`src/rtl/twi_mem_pkg.sv`:
```
package twi_mem_pkg;

    localparam logic [3:0] DEV_PREFIX = 4'b1010;

    typedef enum logic [3:0] {
        ST_IDLE,
        ST_DEV,
        ST_DEV_ACK,
        ST_AHI,
        ST_AHI_ACK,
        ST_ALO,
        ST_ALO_ACK,
        ST_WDAT,
        ST_WDAT_ACK,
        ST_RDAT,
        ST_RACK
    } bus_state_e;

    typedef enum logic [2:0] {
        PTR_HOLD,
        PTR_HI,
        PTR_LO,
        PTR_PAGE,
        PTR_FULL
    } ptr_op_e;

    // events decoded from the synchronized bus lines
    typedef struct packed {
        logic sda;
        logic scl_rise;
        logic scl_fall;
        logic start;
        logic stop;
    } line_ev_t;

    function automatic logic dev_match(input logic [6:0] hdr, input logic [2:0] strap);
        return (hdr[6:3] == DEV_PREFIX) && (hdr[2:0] == strap);
    endfunction

endpackage

```
`src/rtl/twi_line_sync.sv`:
```
module twi_line_sync
    import twi_mem_pkg::*;
#(
    parameter int STAGES = 2
) (
    input  logic     clk,
    input  logic     rst,
    input  logic     scl_i,
    input  logic     sda_i,
    output line_ev_t ev_o
);

    logic [STAGES-1:0] scl_pipe;
    logic [STAGES-1:0] sda_pipe;
    logic              scl_d;
    logic              sda_d;
    logic              scl_s;
    logic              sda_s;

    always_ff @(posedge clk) begin
        if (rst) begin
            scl_pipe <= '1;
            sda_pipe <= '1;
            scl_d    <= 1'b1;
            sda_d    <= 1'b1;
        end else begin
            scl_pipe <= {scl_pipe[STAGES-2:0], scl_i};
            sda_pipe <= {sda_pipe[STAGES-2:0], sda_i};
            scl_d    <= scl_pipe[STAGES-1];
            sda_d    <= sda_pipe[STAGES-1];
        end
    end

    assign scl_s = scl_pipe[STAGES-1];
    assign sda_s = sda_pipe[STAGES-1];

    always_comb begin
        ev_o.sda      = sda_s;
        ev_o.scl_rise = scl_s & ~scl_d;
        ev_o.scl_fall = ~scl_s & scl_d;
        ev_o.start    = scl_s & scl_d & sda_d & ~sda_s;
        ev_o.stop     = scl_s & scl_d & ~sda_d & sda_s;
    end

endmodule

```
`src/rtl/twi_addr_ptr.sv`:
```
module twi_addr_ptr
    import twi_mem_pkg::*;
#(
    parameter int ADDR_W    = 16,
    parameter int PAGE_BITS = 7
) (
    input  logic              clk,
    input  logic              rst,
    input  ptr_op_e           op_i,
    input  logic [7:0]        byte_i,
    output logic [ADDR_W-1:0] ptr_o
);

    localparam int                HI_W     = ADDR_W - 8;
    localparam logic [ADDR_W-1:0] FULL_ONE = 1;

    logic [ADDR_W-1:0] ptr_q;
    logic [ADDR_W-1:0] page_next;
    logic [ADDR_W-1:0] full_next;

    assign full_next = ptr_q + FULL_ONE;

    generate
        if (PAGE_BITS >= ADDR_W) begin : g_flat
            assign page_next = full_next;
        end else begin : g_paged
            localparam logic [PAGE_BITS-1:0] PAGE_ONE = 1;
            logic [PAGE_BITS-1:0] low_next;
            assign low_next  = ptr_q[PAGE_BITS-1:0] + PAGE_ONE;
            assign page_next = {ptr_q[ADDR_W-1:PAGE_BITS], low_next};
        end
    endgenerate

    always_ff @(posedge clk) begin
        if (rst) begin
            ptr_q <= '0;
        end else begin
            case (op_i)
                PTR_HI:   ptr_q <= {byte_i[HI_W-1:0], ptr_q[7:0]};
                PTR_LO:   ptr_q <= {ptr_q[ADDR_W-1:8], byte_i};
                PTR_PAGE: ptr_q <= page_next;
                PTR_FULL: ptr_q <= full_next;
                default:  ptr_q <= ptr_q;
            endcase
        end
    end

    assign ptr_o = ptr_q;

endmodule

```
`src/rtl/twi_txn_fsm.sv`:
```
module twi_txn_fsm
    import twi_mem_pkg::*;
(
    input  logic       clk,
    input  logic       rst,
    input  line_ev_t   ev_i,
    input  logic [2:0] strap_i,
    input  logic       wr_busy_i,
    input  logic [7:0] rdata_i,
    output logic       sda_oe_o,
    output ptr_op_e    ptr_op_o,
    output logic [7:0] byte_o,
    output logic       mem_wr_o,
    output logic       mem_rd_o,
    output logic       mem_commit_o
);

    bus_state_e state;
    logic [2:0] cnt;
    logic [6:0] rx_sh;
    logic [6:0] tx_sh;
    logic       oe_q;
    logic       rw_q;
    logic       wrote_q;
    logic       ack_phase;
    logic       master_ack;

    logic [7:0] byte_next;
    logic       last_bit;
    logic       dev_ok;

    assign byte_next = {rx_sh, ev_i.sda};
    assign last_bit  = ev_i.scl_rise && (cnt == 3'd7);
    assign dev_ok    = dev_match(byte_next[7:1], strap_i) && !wr_busy_i;

    // strobes fire in the cycle the byte completes; the pointer moves at that edge
    always_comb begin
        mem_wr_o = 1'b0;
        mem_rd_o = 1'b0;
        ptr_op_o = PTR_HOLD;
        case (state)
            ST_DEV: begin
                if (last_bit && dev_ok && byte_next[0]) begin
                    mem_rd_o = 1'b1;
                    ptr_op_o = PTR_FULL;
                end
            end
            ST_AHI:  if (last_bit) ptr_op_o = PTR_HI;
            ST_ALO:  if (last_bit) ptr_op_o = PTR_LO;
            ST_WDAT: begin
                if (last_bit) begin
                    mem_wr_o = 1'b1;
                    ptr_op_o = PTR_PAGE;
                end
            end
            ST_RACK: begin
                if (ev_i.scl_rise && !ev_i.sda) begin
                    mem_rd_o = 1'b1;
                    ptr_op_o = PTR_FULL;
                end
            end
            default: ;
        endcase
    end

    assign mem_commit_o = ev_i.stop && wrote_q;
    assign byte_o       = byte_next;
    assign sda_oe_o     = oe_q;

    always_ff @(posedge clk) begin
        if (rst) begin
            state      <= ST_IDLE;
            cnt        <= '0;
            rx_sh      <= '0;
            tx_sh      <= '0;
            oe_q       <= 1'b0;
            rw_q       <= 1'b0;
            wrote_q    <= 1'b0;
            ack_phase  <= 1'b0;
            master_ack <= 1'b0;
        end else if (ev_i.start) begin
            state     <= ST_DEV;
            cnt       <= '0;
            oe_q      <= 1'b0;
            wrote_q   <= 1'b0;
            ack_phase <= 1'b0;
        end else if (ev_i.stop) begin
            state     <= ST_IDLE;
            oe_q      <= 1'b0;
            wrote_q   <= 1'b0;
            ack_phase <= 1'b0;
        end else begin
            case (state)
                ST_DEV, ST_AHI, ST_ALO, ST_WDAT: begin
                    if (ev_i.scl_rise) begin
                        rx_sh <= byte_next[6:0];
                        cnt   <= cnt + 3'd1;
                        if (cnt == 3'd7) begin
                            case (state)
                                ST_DEV: begin
                                    if (dev_ok) begin
                                        state <= ST_DEV_ACK;
                                        rw_q  <= byte_next[0];
                                    end else begin
                                        state <= ST_IDLE;
                                    end
                                end
                                ST_AHI:  state <= ST_AHI_ACK;
                                ST_ALO:  state <= ST_ALO_ACK;
                                default: begin
                                    state   <= ST_WDAT_ACK;
                                    wrote_q <= 1'b1;
                                end
                            endcase
                        end
                    end
                end
                ST_DEV_ACK, ST_AHI_ACK, ST_ALO_ACK, ST_WDAT_ACK: begin
                    if (ev_i.scl_fall) begin
                        if (!ack_phase) begin
                            oe_q      <= 1'b1;
                            ack_phase <= 1'b1;
                        end else begin
                            ack_phase <= 1'b0;
                            cnt       <= '0;
                            oe_q      <= 1'b0;
                            case (state)
                                ST_DEV_ACK: begin
                                    if (rw_q) begin
                                        state <= ST_RDAT;
                                        tx_sh <= rdata_i[6:0];
                                        oe_q  <= ~rdata_i[7];
                                    end else begin
                                        state <= ST_AHI;
                                    end
                                end
                                ST_AHI_ACK: state <= ST_ALO;
                                default:    state <= ST_WDAT;
                            endcase
                        end
                    end
                end
                ST_RDAT: begin
                    if (ev_i.scl_fall) begin
                        if (cnt == 3'd7) begin
                            state <= ST_RACK;
                            oe_q  <= 1'b0;
                            cnt   <= '0;
                        end else begin
                            oe_q  <= ~tx_sh[6];
                            tx_sh <= {tx_sh[5:0], 1'b0};
                            cnt   <= cnt + 3'd1;
                        end
                    end
                end
                ST_RACK: begin
                    if (ev_i.scl_rise) begin
                        master_ack <= ~ev_i.sda;
                    end
                    if (ev_i.scl_fall) begin
                        if (master_ack) begin
                            state <= ST_RDAT;
                            tx_sh <= rdata_i[6:0];
                            oe_q  <= ~rdata_i[7];
                            cnt   <= '0;
                        end else begin
                            state <= ST_IDLE;
                        end
                    end
                end
                default: ;
            endcase
        end
    end

endmodule

```
`src/rtl/twi_mem_slave.sv`:
```
module twi_mem_slave
    import twi_mem_pkg::*;
#(
    parameter int ADDR_W      = 16,
    parameter int PAGE_BITS   = 7,
    parameter int SYNC_STAGES = 2
) (
    input  logic              clk,
    input  logic              rst,
    input  logic              scl_i,
    input  logic              sda_i,
    output logic              sda_oe_o,
    input  logic [2:0]        strap_i,
    input  logic              wr_busy_i,
    output logic              mem_wr_o,
    output logic              mem_rd_o,
    output logic [ADDR_W-1:0] mem_addr_o,
    output logic [7:0]        mem_wdata_o,
    input  logic [7:0]        mem_rdata_i,
    output logic              mem_commit_o
);

    line_ev_t   line_ev;
    ptr_op_e    ptr_op;
    logic [7:0] rx_byte;
    logic       bus_start;

    assign bus_start = line_ev.start;

    twi_line_sync #(
        .STAGES(SYNC_STAGES)
    ) u_sync (
        .clk  (clk),
        .rst  (rst),
        .scl_i(scl_i),
        .sda_i(sda_i),
        .ev_o (line_ev)
    );

    twi_txn_fsm u_fsm (
        .clk         (clk),
        .rst         (rst),
        .ev_i        (line_ev),
        .strap_i     (strap_i),
        .wr_busy_i   (wr_busy_i),
        .rdata_i     (mem_rdata_i),
        .sda_oe_o    (sda_oe_o),
        .ptr_op_o    (ptr_op),
        .byte_o      (rx_byte),
        .mem_wr_o    (mem_wr_o),
        .mem_rd_o    (mem_rd_o),
        .mem_commit_o(mem_commit_o)
    );

    twi_addr_ptr #(
        .ADDR_W   (ADDR_W),
        .PAGE_BITS(PAGE_BITS)
    ) u_ptr (
        .clk   (clk),
        .rst   (rst),
        .op_i  (ptr_op),
        .byte_i(rx_byte),
        .ptr_o (mem_addr_o)
    );

    assign mem_wdata_o = rx_byte;

endmodule

```
`config.mk`:
```
export PLATFORM = sky130hd
export DESIGN_NAME = twi_mem_slave
export DESIGN_NICKNAME = d
export VERILOG_FILES = /design/src/rtl/twi_mem_pkg.sv /design/src/rtl/twi_line_sync.sv /design/src/rtl/twi_addr_ptr.sv /design/src/rtl/twi_txn_fsm.sv /design/src/rtl/twi_mem_slave.sv
export SDC_FILE = /design/constraint.sdc
export NUM_CORES = 1
export LEC_CHECK = 0
export ABC_AREA = 0
export ABC_CLOCK_PERIOD_IN_PS = 8400
export BUFFER_PORTS_ARGS = -buffer_cell sky130_fd_sc_hd__buf_2
export CAP_MARGIN = 25
export CORE_MARGIN = 1
export CORE_UTILIZATION = 45
export DETAILED_ROUTE_END_ITERATION = 8
export PLACE_DENSITY = 0.66
export SYNTH_ARGS = -nofsm -noshare
export SYNTH_HDL_FRONTEND = slang
export SYNTH_SLANG_ARGS = --single-unit
```
`constraint.sdc`:
```
create_clock -name clk -period 8.4 [get_ports clk]
set_input_delay 2.52 -clock clk [delete_from_list [all_inputs] [get_ports clk]]
set_output_delay 2.52 -clock clk [all_outputs]
set_load 0.03 [all_outputs]
```
==> flow_metrics.py <==
metrics = {
    "outcome": {
        "status": "complete, but fails checks",
        "violations": "DRC",
    },
    "setup_path": {
        "rr_startpoint": "u_fsm.state[1]",
        "path_common_cell": "buf_2",
        "critical_path_class": "in2out",
        "worstPathRequired_ns": 5.88,
        "reg2reg_depth": 7,
        "max_stage_delay_ns": 0.56,
        "rr_endpoint": "u_ptr.ptr_o[4]",
        "crit_path_cell_trace": "buf_2 > nand4bb_4 > or4_4 > o21a_4 > inv_2 > buf_2",
        "reg2reg_slack_ns": 5.64,
        "end_kind": "output port",
        "critPathMaxFanout": 13,
        "crit_path_start_kind": "primary input",
        "slowest_stage": "or4_4",
        "cp.arrival_ns": 4.13,
    },
    "min_path": {
        "min_delay_worst_endpoint": "u_sync.sda_pipe[1]",
        "min-delay-start": "u_sync.sda_pipe[0]",
        "hp-class": "reg2reg",
        "holdPathStages": 1,
    },
    "clock_tree": {
        "ctsHtreeMaxLevel": 2,
        "cts_hold_buf": 0,
        "clkLatencyLatePin_ns": 0.31,
        "cts_buffer_depth": 2,
        "clk_pin_slew_ns": 0.10,
        "post_cts_buffers": 0,
        "cts_tree": "yes",
        "clockRootBuffer": "clkbuf_8",
        "cts_buffers": 5,
        "clock_sinks": 48,
        "post_cts_resized": 0,
    },
    "place": {
        "post-place-cells": 450,
        "dpl.hpwl_um": 4890,
        "portBuffers": 43,
        "place.gp.congestion": 0.912,
        "place_area_mm2": 0.00295,
    },
    "final_layout": {
        "fillerInstances": 608,
        "final_layout_size_suffix_gt1_share_pct": 17.8,
        "nets": 401,
        "multi_input_area_mm2": 0.00162,
        "fin_cells": 458,
        "layout_common_cells": "dfxtp_1 (48), nand2_1 (46), buf_2 (43)",
        "syn2layout_area_growth_pct": 11.3,
        "finalInstanceArea_mm2": 0.00306,
        "regArea_um2": 961,
        "final_common_cell": "dfxtp_1",
        "final_util_pct": 51.7,
        "diodes": 0,
    },
    "drt": {
        "first_pass_iters": 6,
        "routedWlPerCell_um": 15.0,
        "drcViolationCount": 1,
        "via_count": 2602,
        "first_iter_violations": 242,
        "postRouteAntennaNets": 0,
        "wl_um": 6860,
        "avgViaCountPerCell": 5.68,
    },
    "logic_synthesis": {
        "synthCells": 354,
        "seq_area_frac_synth_pct": 34.9,
        "ys.flop_type": "dfxtp_1",
        "syn-num-nets": 373,
        "synth_edf_count": 0,
        "synth_area_mm2": 0.00275,
        "ys_warn_count": 0,
        "ys_types": 59,
        "synthArstFlopShare_pct": 0,
        "ys_ff_latch": 48,
        "syn_area_per_cell_um2": 7.77,
    },
    "global_routing": {
        "grt_overflow_total": 0,
        "grt_pass1_vias": 2353,
        "grt_pass1_wl_um": 11500,
        "grt_max_degree": 37,
        "grt_use_total_pct": 22.9,
        "antenna_found_initial": 0,
    },
    "timing": {
        "hold_viol": 0,
        "worst_slew_pin_slew_ns": 0.862,
        "setup_tns_ns": 0,
        "relSlewSlack_pct": 42.5,
        "setup_viol": 0,
        "fin_crit_sh_pct": 79.2,
        "fin_hold_ws_ns": 0.418,
        "maxSlewViolCount": 0,
        "fmax_ghz": 0.150,
        "grt_setup_unrepaired": "false",
        "clock_skew_ns": 0.00499,
        "timing.final.crit_period_ns": 6.65,
    },
    "pwr": {
        "clkPwrFrac_pct": 41.3,
        "power.leakage_nw": 1.14,
        "p_int_mw": 0.326,
        "power_density_mw_per_mm2": 139,
        "netSwitchingPower_mw": 0.0990,
        "ir_worst_vdd_mv": 0.0791,
        "pwr-share-seq_pct": 54.5,
        "pwr-share-comb_pct": 4.2,
        "swShare_pct": 23.3,
    },
    "floorplan": {
        "dieArea_mm2": 0.00643,
        "core_area_mm2": 0.00592,
        "initial_core_util_pct": 46.4,
        "ios": 44,
        "fp.dieW_um": 80.2,
        "die_h_um": 80.2,
        "rows": 28,
    },
    "run": {
        "drv_cap": 0,
    },
}
==> power by group through the flow <==
stage / registers [mW] / clock network, mW / logic [mW]
floorplan: 0.235 / 0 / 0.0136
global placement: 0.237 / 0 / 0.0178
detailed placement: 0.237 / 0 / 0.0180
CTS: 0.232 / 0.180 / 0.0181
global route: 0.232 / 0.189 / 0.0201
finish: 0.232 / 0.175 / 0.0180
==> synthesized netlist by cell type (all sizes together), types with 2 or more instances <==
cell type	n	area (um2)
buf	12	80.1
a211oi	8	60.1
nor2	29	109
or4	2	18.8
xor2	4	35.0
a31oi	4	25.0
nor2b	7	43.8
nor4	3	25.0
and4	3	26.3
mux2i	10	100
dfxtp	48	961
a21oi	40	200
nand2	46	173
clkbuf	11	41.3
or3	3	18.8
nand3	11	55.1
nor3	10	50.1
a22oi	5	37.5
a32oi	2	17.5
and2	5	31.3
inv	12	45.0
nand4	6	37.5
a21o	3	22.5
o21a	3	30.0
o221ai	2	17.5
o21ai	18	90.1
and3	5	31.3
ha	3	37.5
o211ai	4	30.0
or2	7	43.8
nand2b	7	43.8
xnor2	3	26.3
==> worst max-delay path by stage <==
stage / from / endpoint / slack, ns / cells after the start
after detailed placement: wr_busy_i / mem_rd_o / 1.76 / 6
after CTS: wr_busy_i / mem_rd_o / 1.75 / 6
final: wr_busy_i / mem_rd_o / 1.75 / 6
after global routing: wr_busy_i / mem_rd_o / 1.69 / 6
after global placement: wr_busy_i / mem_rd_o / 1.77 / 6
after floorplan: wr_busy_i / mem_rd_o / 2.16 / 5
==> registers in the layout, indices dropped and copies added, names as in the netlist, 2 cells and up <==
| name | count |
|---|---|
| u_fsm.rx_sh | 7 |
| u_fsm.cnt | 3 |
| u_fsm.tx_sh | 7 |
| u_fsm.state | 4 |
| u_sync.scl_pipe | 2 |
| u_ptr.ptr_o | 16 |
| u_sync.sda_pipe | 2 |
==> layout make-up <==
type                    count  area share, %
flip-flops and latches     48           31.4
clock buffers               5           2.25
clock inverters             3           1.51
inverters                  12           1.47
repair buffers             44           7.28
well taps                  75           3.07
multi-input cells         271           53.0
==> worst max-delay path: cells and delay by family <==
kind / cells / cell delay (ns)
AO/OA/AOI/OAI: 1 / 0.29
AND/OR/NAND/NOR: 2 / 0.77
buffers and inverters: 3 / 0.55
==> through the flow <==
step	setup WS, ns	power (mW)
after CTS	1.75	0.430
after floorplan	2.16	0.249
after global placement	1.77	0.255
after global routing	1.69	0.442
after detailed placement	1.76	0.255
final	1.75	0.425
==> routing by layer <==
metal	track usage [%]	vias to the layer above	part of all wire, %	routed length (um)
li1	-	1319	-	-
met1	32.6	1176	48	3310
met2	33.3	93	43	2920
met3	5.11	14	7.1	490
met4	8.21	0	1.9	133
met5	0	-	0	0
==> kinds of logic after synthesis <==
logic type                 Yosys count  share of synthesized area, %
DFF                                 48                          34.9
and+or+nand+nor                    152                          29.0
AOI/OAI and AO/OA                   99                          22.7
buffers and inverters               35                          6.05
muxes                               10                          3.64
xor gates and xnor gates             7                          2.23
adders and majority gates            3                          1.37
Note: power is estimated with default switching activity, not from simulation.
